[src/rtl/mbc_pkg.sv]
package mbc_pkg;

    localparam int BUS_ADDR_W = 16;
    localparam int BUS_DATA_W = 8;
    localparam int WAIT_CODE_W = 3;

    typedef enum logic [1:0] {
        RGN_REGRAM  = 2'd0,
        RGN_CODERAM = 2'd1,
        RGN_PROG    = 2'd2,
        RGN_EXT     = 2'd3
    } region_e;

    typedef enum logic [1:0] {
        PH_IDLE    = 2'd0,
        PH_ADDR    = 2'd1,
        PH_STROBE  = 2'd2,
        PH_RECOVER = 2'd3
    } phase_e;

    // address map bounds (inclusive)
    localparam logic [BUS_ADDR_W-1:0] REGRAM_A_LO = 16'h0018;
    localparam logic [BUS_ADDR_W-1:0] REGRAM_A_HI = 16'h03FF;
    localparam logic [BUS_ADDR_W-1:0] CODERAM_LO  = 16'h0400;
    localparam logic [BUS_ADDR_W-1:0] CODERAM_HI  = 16'h05FF;
    localparam logic [BUS_ADDR_W-1:0] REGRAM_B_LO = 16'h1C00;
    localparam logic [BUS_ADDR_W-1:0] REGRAM_B_HI = 16'h1DFF;
    localparam logic [BUS_ADDR_W-1:0] PROG_LO     = 16'h2000;
    localparam logic [BUS_ADDR_W-1:0] PROG_HI     = 16'hDFFF;

endpackage

[src/rtl/mbc_region_dec.sv]
module mbc_region_dec
    import mbc_pkg::*;
(
    input  logic [BUS_ADDR_W-1:0] addr,
    input  logic                  ext_access,
    output region_e               region
);

    logic in_reg_a, in_reg_b, in_code, in_prog;

    always_comb begin
        in_reg_a = (addr >= REGRAM_A_LO) && (addr <= REGRAM_A_HI);
        in_reg_b = (addr >= REGRAM_B_LO) && (addr <= REGRAM_B_HI);
        in_code  = (addr >= CODERAM_LO)  && (addr <= CODERAM_HI);
        in_prog  = (addr >= PROG_LO)     && (addr <= PROG_HI) && ext_access;

        if (in_reg_a || in_reg_b) begin
            region = RGN_REGRAM;
        end else if (in_code) begin
            region = RGN_CODERAM;
        end else if (in_prog) begin
            region = RGN_PROG;
        end else begin
            region = RGN_EXT;
        end
    end

endmodule

[src/rtl/mbc_wait_len.sv]
module mbc_wait_len #(
    parameter int WAIT_W        = 3,
    parameter bit CLAMP_ILLEGAL = 1'b1,
    localparam int LEN_W        = WAIT_W + 2
) (
    input  logic [WAIT_W-1:0] cfg_wait,
    output logic [LEN_W-1:0]  strobe_len
);

    localparam logic [WAIT_W-1:0] CODE_ALL_ONES = {WAIT_W{1'b1}};
    localparam logic [WAIT_W-1:0] CODE_MAX_OK   = CODE_ALL_ONES - 1'b1;

    logic [WAIT_W-1:0] eff_wait;

    generate
        if (CLAMP_ILLEGAL) begin : g_clamp
            // the all-ones code is illegal: fold it onto the largest legal count
            always_comb begin
                eff_wait = (cfg_wait == CODE_ALL_ONES) ? CODE_MAX_OK : cfg_wait;
            end
        end else begin : g_pass
            always_comb begin
                eff_wait = cfg_wait;
            end
        end
    endgenerate

    // each wait state adds one output-clock period = two oscillator clocks
    always_comb begin
        strobe_len = LEN_W'({eff_wait, 1'b0}) + LEN_W'(2);
    end

endmodule

[src/rtl/mbc_clkdiv.sv]
module mbc_clkdiv (
    input  logic clk,
    input  logic rst_n,
    output logic clkout
);

    logic div_d, div_q;

    always_comb begin
        div_d = ~div_q;
    end

    always_ff @(posedge clk or negedge rst_n) begin
        if (!rst_n) begin
            div_q <= 1'b0;
        end else begin
            div_q <= div_d;
        end
    end

    assign clkout = div_q;

    // alternates on every clock once out of reset
    p_clkout_toggle_r9: assert property (@(posedge clk) disable iff (!rst_n)
        $past(rst_n) |-> (clkout != $past(clkout)));

endmodule

[src/rtl/mux_bus_ctrl.sv]
module mux_bus_ctrl
    import mbc_pkg::*;
#(
    parameter int ADDR_W = BUS_ADDR_W,
    parameter int DATA_W = BUS_DATA_W,
    parameter int WAIT_W = WAIT_CODE_W,
    localparam int HI_W  = ADDR_W - DATA_W,
    localparam int LEN_W = WAIT_W + 2
) (
    input  logic              clk,
    input  logic              rst_n,
    input  logic              req,
    input  logic              wr,
    input  logic [ADDR_W-1:0] addr,
    input  logic [DATA_W-1:0] wdata,
    input  logic [DATA_W-1:0] int_rdata,
    input  logic              ext_access,
    input  logic              cfg_adv,
    input  logic [WAIT_W-1:0] cfg_wait,
    output logic              done,
    output logic [DATA_W-1:0] rdata,
    output logic [1:0]        region,
    output logic              clkout,
    output logic              latch,
    output logic              rd_n,
    output logic              wr_n,
    output logic [DATA_W-1:0] ad_out,
    output logic              ad_oe,
    input  logic [DATA_W-1:0] ad_in,
    output logic [HI_W-1:0]   addr_hi
);

    typedef struct packed {
        phase_e            phase;
        logic [LEN_W-1:0]  cnt;
        logic              wr;
        logic [ADDR_W-1:0] addr;
        logic [DATA_W-1:0] wdata;
        logic [DATA_W-1:0] rdata;
        logic              done;
    } state_t;

    state_t  st_d, st_q;
    region_e rgn;
    logic [LEN_W-1:0] strobe_len;

    mbc_region_dec u_dec (
        .addr       (addr),
        .ext_access (ext_access),
        .region     (rgn)
    );

    mbc_wait_len #(
        .WAIT_W        (WAIT_W),
        .CLAMP_ILLEGAL (1'b1)
    ) u_wait (
        .cfg_wait   (cfg_wait),
        .strobe_len (strobe_len)
    );

    mbc_clkdiv u_clk (
        .clk    (clk),
        .rst_n  (rst_n),
        .clkout (clkout)
    );

    // next-state computation
    always_comb begin
        st_d      = st_q;
        st_d.done = 1'b0;
        case (st_q.phase)
            PH_IDLE: begin
                if (req) begin
                    st_d.wr    = wr;
                    st_d.addr  = addr;
                    st_d.wdata = wdata;
                    if (rgn != RGN_EXT) begin
                        st_d.done = 1'b1;
                        if (!wr) begin
                            st_d.rdata = int_rdata;
                        end
                    end else begin
                        st_d.phase = PH_ADDR;
                        st_d.cnt   = strobe_len - LEN_W'(1);
                    end
                end
            end
            PH_ADDR: begin
                st_d.phase = PH_STROBE;
            end
            PH_STROBE: begin
                if (st_q.cnt == '0) begin
                    st_d.phase = PH_RECOVER;
                    st_d.done  = 1'b1;
                    if (!st_q.wr) begin
                        st_d.rdata = ad_in;
                    end
                end else begin
                    st_d.cnt = st_q.cnt - LEN_W'(1);
                end
            end
            PH_RECOVER: begin
                st_d.phase = PH_IDLE;
            end
            default: begin
                st_d.phase = PH_IDLE;
            end
        endcase
    end

    always_ff @(posedge clk or negedge rst_n) begin
        if (!rst_n) begin
            st_q <= '{phase: PH_IDLE, cnt: '0, wr: 1'b0, addr: '0,
                      wdata: '0, rdata: '0, done: 1'b0};
        end else begin
            st_q <= st_d;
        end
    end

    // pin decode from the phase register
    logic in_strobe;

    always_comb begin
        in_strobe = (st_q.phase == PH_STROBE);
        rd_n      = !(in_strobe && !st_q.wr);
        wr_n      = !(in_strobe && st_q.wr);
        if (cfg_adv) begin
            latch = (st_q.phase == PH_IDLE);
        end else begin
            latch = (st_q.phase == PH_ADDR);
        end
        ad_oe  = (st_q.phase == PH_ADDR) ||
                 (st_q.wr && (in_strobe || st_q.phase == PH_RECOVER));
        ad_out = (st_q.phase == PH_ADDR) ? st_q.addr[DATA_W-1:0] : st_q.wdata;
    end

    assign addr_hi = st_q.addr[ADDR_W-1:DATA_W];
    assign done    = st_q.done;
    assign rdata   = st_q.rdata;
    assign region  = rgn;

    // ---------------------------------------------------------------
    // assertions
    // ---------------------------------------------------------------
    logic [LEN_W-1:0] low_cnt;

    always_ff @(posedge clk or negedge rst_n) begin
        if (!rst_n) begin
            low_cnt <= '0;
        end else if (!rd_n || !wr_n) begin
            low_cnt <= low_cnt + LEN_W'(1);
        end else begin
            low_cnt <= '0;
        end
    end

    function automatic logic [LEN_W-1:0] chk_window(input logic [WAIT_W-1:0] code);
        logic [LEN_W-1:0] n;
        n = LEN_W'(code);
        if (code == {WAIT_W{1'b1}}) begin
            n = n - LEN_W'(1);
        end
        return LEN_W'(2) + n + n;
    endfunction

    p_strobe_excl_r11: assert property (@(posedge clk) disable iff (!rst_n)
        !(!rd_n && !wr_n));

    p_read_float_r3: assert property (@(posedge clk) disable iff (!rst_n)
        !rd_n |-> !ad_oe);

    p_done_pulse_r2: assert property (@(posedge clk) disable iff (!rst_n)
        done |=> !done);

    p_int_quiet_r2: assert property (@(posedge clk) disable iff (!rst_n)
        (st_q.phase == PH_IDLE && req && region != 2'd3) |=> (done && rd_n && wr_n));

    p_ale_excl_r5: assert property (@(posedge clk) disable iff (!rst_n)
        (!cfg_adv && latch) |-> (rd_n && wr_n));

    p_adv_hold_r6: assert property (@(posedge clk) disable iff (!rst_n)
        (cfg_adv && (!rd_n || !wr_n)) |-> !latch);

    // strobe window length from the wait code
    p_wait_len_r7: assert property (@(posedge clk) disable iff (!rst_n)
        ($rose(rd_n) || $rose(wr_n)) |-> (low_cnt == chk_window(cfg_wait)));

endmodule

[config.mk]
export PLATFORM = sky130hd
export DESIGN_NAME = mux_bus_ctrl
export DESIGN_NICKNAME = d
export VERILOG_FILES = /design/src/rtl/mbc_pkg.sv /design/src/rtl/mbc_region_dec.sv /design/src/rtl/mbc_wait_len.sv /design/src/rtl/mbc_clkdiv.sv /design/src/rtl/mux_bus_ctrl.sv
export SDC_FILE = /design/constraint.sdc
export NUM_CORES = 1
export LEC_CHECK = 0
export BUFFER_PORTS_ARGS = -buffer_cell sky130_fd_sc_hd__buf_2
export CAP_MARGIN = 20
export CELL_PAD_IN_SITES_DETAIL_PLACEMENT = 0
export CELL_PAD_IN_SITES_GLOBAL_PLACEMENT = 1
export CORE_MARGIN = 4
export CORE_UTILIZATION = 33
export CTS_CLUSTER_DIAMETER = 200
export DETAILED_ROUTE_END_ITERATION = 10
export PLACE_DENSITY = 0.72
export SYNTH_ARGS = -nofsm -noshare
export SYNTH_HDL_FRONTEND = slang
export SYNTH_SLANG_ARGS = --single-unit
[constraint.sdc]
create_clock -name clk -period 2.1 [get_ports clk]
set_input_delay 0.315 -clock clk [delete_from_list [all_inputs] [get_ports clk]]
set_output_delay 0.315 -clock clk [all_outputs]
set_load 0.01 [all_outputs]
==> results of run 1 <==
## power groups by stage
stage,Clock [W],Combinational [W],Sequential (W)
after global routing,0.000610,0.00270,0.00145
after CTS,0.000585,0.00242,0.00139
final,0.000562,0.00239,0.00140
after global placement,0,0.00236,0.00140
after detailed placement,0,0.00241,0.00141
after floorplan,0,0.00174,0.00138
## worst min-delay path by stage
stage                                start                     end  slack [ns]  cells after the start
finish                               rst_n    rdata[6]$_DFFE_PN0P_        0.08                      2
global route                         rst_n    rdata[6]$_DFFE_PN0P_        0.12                      2
CTS                                  rst_n    rdata[6]$_DFFE_PN0P_        0.11                      2
detailed placement  u_clk.clkout$_DFF_PN0_  u_clk.clkout$_DFF_PN0_        0.41                      1
global placement    u_clk.clkout$_DFF_PN0_  u_clk.clkout$_DFF_PN0_        0.40                      1
floorplan                            rst_n  addr_hi[0]$_DFFE_PN0P_        0.02                      0
## sequential cells by signal, summed over array words and instances, names as in the netlist
name          flops
addr_hi           8
u_clk.clkout      1
done              1
st_q             24
rdata             8
## per-stage QoR
stage          cells  TNS [ns]  power, W
2_1_floorplan    264         0   0.00311
3_3_place_gp     433    -0.131   0.00376
5_1_grt          441         0   0.00476
6_report         441         0   0.00435
3_5_place_dp     433    -0.662   0.00382
4_1_cts          441         0   0.00440
## layer usage
| metal | global-route usage (%) | part of all wire [%] | vias up |
|---|---|---|---|
| li1 | - | - | 1053 |
| met1 | 20.3 | 48 | 1000 |
| met2 | 24.2 | 45 | 63 |
| met4 | 2.53 | 0.46 | 0 |
| met3 | 4.09 | 6.6 | 2 |
| met5 | 0 | 0 | - |
## cells by family after synthesis
group / after synthesis
buf+inv: 39
mux: 10
fa+ha+maj: 4
xor+xnor: 1
compound gates: 43
simple gates: 125
flops: 42
## repair_timing
action                     4_1_cts  5_1_grt
hold buffers                     0        0
setup endpoints to repair        8        8
resized for setup                1        4
hold endpoints to repair         0        0
## worst max-delay path, stage by stage, from the launching register on
cell and delay, ns:
sky130_fd_sc_hd__dfrtp_1 0.42, sky130_fd_sc_hd__inv_1 0.10, sky130_fd_sc_hd__ha_2 0.32, sky130_fd_sc_hd__mux2_2 0.37
sky130_fd_sc_hd__buf_2 0.14
## layout by cell type (no fill, tap or decap), types with 7 or more instances in the layout
cell type and count:
sky130_fd_sc_hd__nand2_1 84, sky130_fd_sc_hd__buf_2 80, sky130_fd_sc_hd__dfrtp_1 42, sky130_fd_sc_hd__buf_4 21
sky130_fd_sc_hd__nand3_1 13, sky130_fd_sc_hd__mux2_2 10, sky130_fd_sc_hd__inv_1 9, sky130_fd_sc_hd__a221oi_2 8
sky130_fd_sc_hd__a2bb2oi_1 8, sky130_fd_sc_hd__a21oi_1 7
## layout make-up
class / count / share of cell area, %
Multi-Input combinational cell: 183 / 37.8
Sequential cell: 42 / 34.5
Timing Repair Buffer: 103 / 19.6
Tap cell: 96 / 3.94
Clock buffer: 6 / 2.71
Inverter: 9 / 1.11
Clock inverter: 2 / 0.410
==> impl.org, run 1 <==
** Run status
- Status :: finished, final reports clean

** Synth
- Number of enable-type register cells in the synthesized netlist :: 0
- Summing the areas of all fa, ha and maj instances in the mapped netlist gives 2.07% of the synthesized area.
- The Yosys step of the flow raised 0 warnings.
- Number of different library cells in the post-synthesis netlist :: 47
- Most common library cells after synthesis :: 84 x sky130_fd_sc_hd__nand2_1, 42 x sky130_fd_sc_hd__dfrtp_1, 16 x sky130_fd_sc_hd__buf_4
- Post-Syn Area :: 0.00242 mm^2
- Synthesis inferred 42 register bits.
- Cell types with the largest area share after synthesis :: sky130_fd_sc_hd__dfrtp_1 43%, sky130_fd_sc_hd__nand2_1 13%, sky130_fd_sc_hd__a221oi_2 5.0%
- Biggest area consumer among synthesized cells :: sky130_fd_sc_hd__dfrtp_1
- Simple logic cell fraction of the synthesized area :: 23.8%
- A synthesized cell averages 9.17 um^2.
- Most repeated cell in the gate-level netlist after synthesis :: sky130_fd_sc_hd__nand2_1
- Synthesis handed over a netlist of 264 instances.
- Area fraction of the dominant cell type after synthesis :: 43.4%
- Xor and xnor area share after synthesis :: 0.362%
- Main synth FF type :: sky130_fd_sc_hd__dfrtp_1
- For this run, the register share of the synthesized area comes to 43.4%.
- Main combinational cell family by area after synthesis :: simple AND/OR/NAND/NOR gates
- Fraction of registers with async set or reset after synthesis :: 100%
- The synthesized netlist devotes 16.2% of its cell area to compound gates.
- Measured against the total synthesized area, the mux share comes to 4.65%.
- The number of nets handed over by synthesis was 317.

** Global route
- Entering global routing, the biggest net connects 43 pins.
- Via count of the first global-routing pass :: 2094
- Global routing used 14.9% of the available tracks across all layers.
- Wire length of the first global-routing pass :: 10.5 mm
- GRT overflow :: 0
- Initial antenna violation count :: 0

** Route
- Drt first pass iters :: 4
- Count of vias placed by the detailed router :: 2118
- Number of antenna-violating nets in the routed design :: 0
- Number of design rule violations left after detail routing :: 0
- Routed wire length :: 6.32 mm
- WL/cell :: 14.3 um
- Vias per inst :: 4.80
- After the first detailed-routing iteration, the DRC count stood at 71.

** Hold path
- Path category of the worst min-delay check :: input port to async pin

** Worst setup path
- The worst setup path is of the flip-flop to output pin kind.
- Critical path endpoint :: ad_out[4]
- Counting cells, the worst reg-to-reg path comes to 8.
- Register-to-Register Setup Slack :: 0.18 ns
- The most critical setup path has its startpoint at st_q[40]$_DFFE_PN0P_.
- STA classifies the critical path startpoint as a flip-flop.
- The worst register-to-register path ends at rdata[2]$_DFFE_PN0P_.
- The worst setup path is captured at an output pin.
- For the worst setup path, the data arrival time is 1.64 ns.
- Critical register-to-register path startpoint :: st_q[35]$_DFFE_PN0P_
- Crit-path max FO :: 9
- Endpoint required time on the critical path :: 1.78 ns

** Place
- After detailed placement, the total cell area comes to 0.00294 mm^2.
- Worst slack at placement :: -0.113 ns
- Detailed placement finished with a half-perimeter wire length of 4.72 mm.
- Port Buffer Count :: 80
- At the end of routability-driven placement, the weighted congestion stood at 0.822.

** Finish
- Multi-input gate area in the final layout :: 0.00115 mm^2
- Synth-to-Final Area Change :: 26.0%
- Total of fill cells in the finished design :: 714
- Nets@finish :: 397
- Fraction of layout cells with a size suffix above 1 :: 41.4%
- Once layout is complete, the utilization of the core stands at 43.9%.
- Final Instance Area :: 0.00305 mm^2
- Antenna cell count :: 0
- Sequential cell area :: 0.00105 mm^2

** Power
- The clock network is responsible for 12.9% of the overall power.
- Worst vdd ir :: 570 uV
- Fraction of power consumed by sequential logic :: 32.1%
- For this design the ratio of total power to cell area is 1430 mW/mm^2.
- Logic gate share of total power :: 55.0%
- P_sw :: 0.00176 W
- Switch share :: 40.5%
- In this run the static leakage power is 1.55 nW.
- Internal power :: 0.00259 W

** Clock tree
- CTS tree :: done
- Sink count of the clock tree :: 42
- Clock-pin slew on the worst setup and hold paths :: 0.09 ns
- Post CTS Setup Buffer Count :: 0
- Number of levels the H-tree was split into :: 2
- In this run, CTS created clock tree buffers numbering 5.
- Clk buf depth :: 2
- Root cell of the clock tree :: sky130_fd_sc_hd__clkbuf_8
- Clock latency on the worst-skew pair, taken at its later pin, is 0.30 ns.

** Die
- From bottom edge to top edge, the die measures 93.7 um.
- From left edge to right edge, the die measures 93.7 um.
- For this configuration, the core starts out at a cell density of 34.9%.
- Top Ports :: 81
- The die covers 0.00877 mm^2.
- Core Region :: 0.00694 mm^2
- Standard-cell row count :: 30

** STA
- Setup slack after layout :: 0.148 ns
- Subtracting the final worst setup slack from the clock period gives 1.95 ns.
- The total count of hold-check failures in the final report came to 0.
- Setup violations remaining at the end of the flow were counted as 0.
- For the final database, setup skew stands at 0.00804 ns.
- Top achievable clock speed :: 512 MHz
- Worst relative slew slack :: 62.6%
- RSZ-0062 raised after global routing :: false
- Transition time of the tightest slew-check pin :: 0.561 ns
- Worst hold slack across all endpoints :: 0.0812 ns
- Number of pins with negative max-slew slack in the final report :: 0
- In the finished design, the share of the clock period the worst path needs comes to 92.9%.

** Job
- Across the run, the number of max-cap violations was 0.
(Power assumes the default switching activity.)
==> run 2, diff against run 1 <==
--- a/config.mk
+++ b/config.mk
@@ -13,5 +13,6 @@
 export CORE_UTILIZATION = 33
-export CTS_CLUSTER_DIAMETER = 200
+export CTS_CLUSTER_DIAMETER = 50
 export DETAILED_ROUTE_END_ITERATION = 10
 export PLACE_DENSITY = 0.72
+export SLEW_MARGIN = 40
 export SYNTH_ARGS = -nofsm -noshare
==> constraint.sdc (replaced) <==
create_clock -name clk -period 2.1 [get_ports clk]
set_input_delay 0.21 -clock clk [delete_from_list [all_inputs] [get_ports clk]]
set_output_delay 0.21 -clock clk [all_outputs]
set_load 0.01 [all_outputs]
==> impl.org, run 2 (synthesis results as in run 1) <==
** Hold path
- Path category of the worst min-delay check :: input port to flip-flop
- Number of cells on the worst hold path :: 3

** STA
- At the pin with the least slew margin, the transition time is 0.560 ns.
- Share of the cycle needed by the critical path after routing :: 94.2%
- RSZ-0062 raised after global routing :: false
- Worst relative slew slack :: 62.7%
- Period minus WS final :: 1.98 ns
- Count of endpoints failing setup in the final report :: 0
- Timing would allow up to 505 MHz.
- The clock arrives with 0.00609 ns of skew.
- The number of max-slew violations in the final report was 0.
- In the final timing run, aggregate negative setup slack is 0 ns.
- The total count of hold-check failures in the final report is 0.

** Worst setup path
- Crit-path max FO :: 9
- On the critical path the largest part of the delay comes from adder cells.
- Counting buffers and inverters, the worst setup path is 4 cells deep.
- Maximum cell stage delay along the critical path :: 0.43 ns
- Data on the critical path is required at its endpoint by 1.89 ns.
- Crit path capture type :: output pin
- Critical path's slowest cell :: sky130_fd_sc_hd__ha_1
- Startpoint type of the worst setup path :: flip-flop
- Together, buffers and inverters on the worst path number 2.
- Critical path start-end classification :: flip-flop to output pin
- Critical Path, Cell by Cell :: inv_1 > ha_1 > mux2_2 > buf_2
- Arrival time at the worst endpoint :: 1.77 ns
- Measured in cells, the most critical reg-to-reg path has a length of 8.

** Route
- In this run the remaining antenna-violating nets after routing total 0.
- Before antenna repair, the detailed router went through 4 iterations.
- Count of vias placed by the detailed router :: 2100
- Initial detailed-routing violation count :: 93
- The routed design has 6.26 mm of wire.
- Dividing the detail-routed wire length by the instance count gives 14.4 um.
- For this run, design rule violations remaining after detail routing come to 0.
- Vias per inst :: 4.83

** Die
- Die Wd :: 93.7 um
- Top Ports :: 81
- Core Region :: 0.00694 mm^2
- Total die area :: 0.00877 mm^2
- Initial standard-cell utilization of the core :: 34.9%
- In this run the vertical extent of the chip is 93.7 um.
- The floorplan has 30 rows.

** Power
- Worst vdd ir :: 489 uV
- Pleak :: 1.53 nW
- Power per unit of standard cell area :: 1420 mW/mm^2

** Clock tree
- CTS built an H-tree with a depth of 2.
- Sink count of the clock tree :: 42
- TritonCTS built the clock tree.
- Num CTS Buffers :: 5
- Root cell of the clock tree :: sky130_fd_sc_hd__clkbuf_8
- Worst-Skew Late Latency :: 0.29 ns
- Clk buf depth :: 2
- Clock-pin slew on the worst setup and hold paths :: 0.09 ns

** Finish
- The area growth from synthesis to layout is 24.1%.
- Leaving out fill and tap cells, the most frequent cell in the layout is sky130_fd_sc_hd__nand2_1.
- Fraction of layout cells with a size suffix above 1 :: 39.8%
- Most frequent cells in the layout :: 84 x sky130_fd_sc_hd__nand2_1, 79 x sky130_fd_sc_hd__buf_2, 42 x sky130_fd_sc_hd__dfrtp_1, 15 x sky130_fd_sc_hd__buf_4, 13 x sky130_fd_sc_hd__nand3_1
- After filler insertion, the fill cell instance count of the layout stands at 715.
- Final core utilization :: 43.3%
- The register with the most flip-flops in the layout has 24 of them.
- More flip-flops sit in one register than any other, and that register is st_q.
- After the last flow step, the layout net total stands at 391.
- Antenna cell count :: 0

** Global route
- The number of global-route vias before repair was 2151.
- Entering global routing, the biggest net connects 43 pins.
- Initial antenna violation count :: 0
- GRT overflow :: 0
- Global routing consumed, over all layers together, 14.5% of the routing resources.
- Wire length of the first global-routing pass :: 10.3 mm

** Job
- Across the run, the number of max-cap violations was 0.

** Run status
- The run finished with clean final reports.

** Place
- Final estimated routing congestion in global placement :: 0.838
- The wire-length estimate of the detail-placed layout is 4.61 mm.
- Port Buffer Count :: 80
==> run 2: where the power goes <==
group	internal, W	switching, W
clock network	0.000235	0.000301
registers	0.00119	0.000201
logic	0.00111	0.00124
total	0.00253	0.00175
==> run 2: worst paths after layout <==
check	slack [ns]	startpoint	endpoint
worst max-delay path	0.12	st_q[40]$_DFFE_PN0P_	ad_out[5]
worst min-delay path	0.1	wdata[2]	st_q[11]$_DFFE_PN0P_
worst max register to register	0.20	st_q[34]$_DFFE_PN0P_	rdata[3]$_DFFE_PN0P_
worst min register to register	0.43	u_clk.clkout$_DFF_PN0_	u_clk.clkout$_DFF_PN0_
max in group asynchronous	1.26	rst_n	st_q[35]$_DFFE_PN0P_
min in group asynchronous	0.45	rst_n	done$_DFF_PN0_
==> run 2: worst min-delay path, delay by kind of cell <==
kind	cells	cell delay, ns
and+or+nand+nor	2	0.08
buffers and inverters	1	0.07
==> run 2: what timing repair did <==
| item | 4_1_cts | 5_1_grt |
|---|---|---|
| setup endpoints to repair | 0 | 9 |
| gates resized for setup | 0 | 4 |
| hold endpoints to repair | 42 | 0 |
| hold buffers | 1 | 0 |
| setup buffers | 0 | 0 |
==> run 2: metrics by stage <==
stage | worst slack, ns | hold slack, ns | instance area, um^2 | power, W | instances
2_1_floorplan | 0.0786 | -0.0856 | 2420 | 0.00311 | 264
3_3_place_gp | 0.0545 | 0.399 | 2890 | 0.00374 | 426
3_5_place_dp | 0.0358 | 0.250 | 2890 | 0.00377 | 426
4_1_cts | 0.0660 | 0.0856 | 2990 | 0.00433 | 435
5_1_grt | 0.00249 | 0.0850 | 3000 | 0.00467 | 435
6_report | 0.121 | 0.0957 | 3000 | 0.00428 | 435
==> run 2: final cells by class <==
| cell class | count | area, um^2 | share of cell area, % |
|---|---|---|---|
| Multi-Input combinational cell | 183 | 1150 | 38.4 |
| Sequential cell | 42 | 1050 | 35.0 |
| Timing Repair Buffer | 97 | 558 | 18.6 |
| Tap cell | 96 | 120 | 4.00 |
| Clock buffer | 5 | 68.8 | 2.29 |
| Inverter | 9 | 33.8 | 1.12 |
| Clock inverter | 3 | 18.8 | 0.625 |
==> run 2: routing by layer <==
metal	share of wire, %	track usage [%]	vias up
met5	0	0	-
met1	47	18.8	981
met2	45	23.6	66
li1	-	-	1049
met4	0.46	3.01	0
met3	8.0	4.89	4
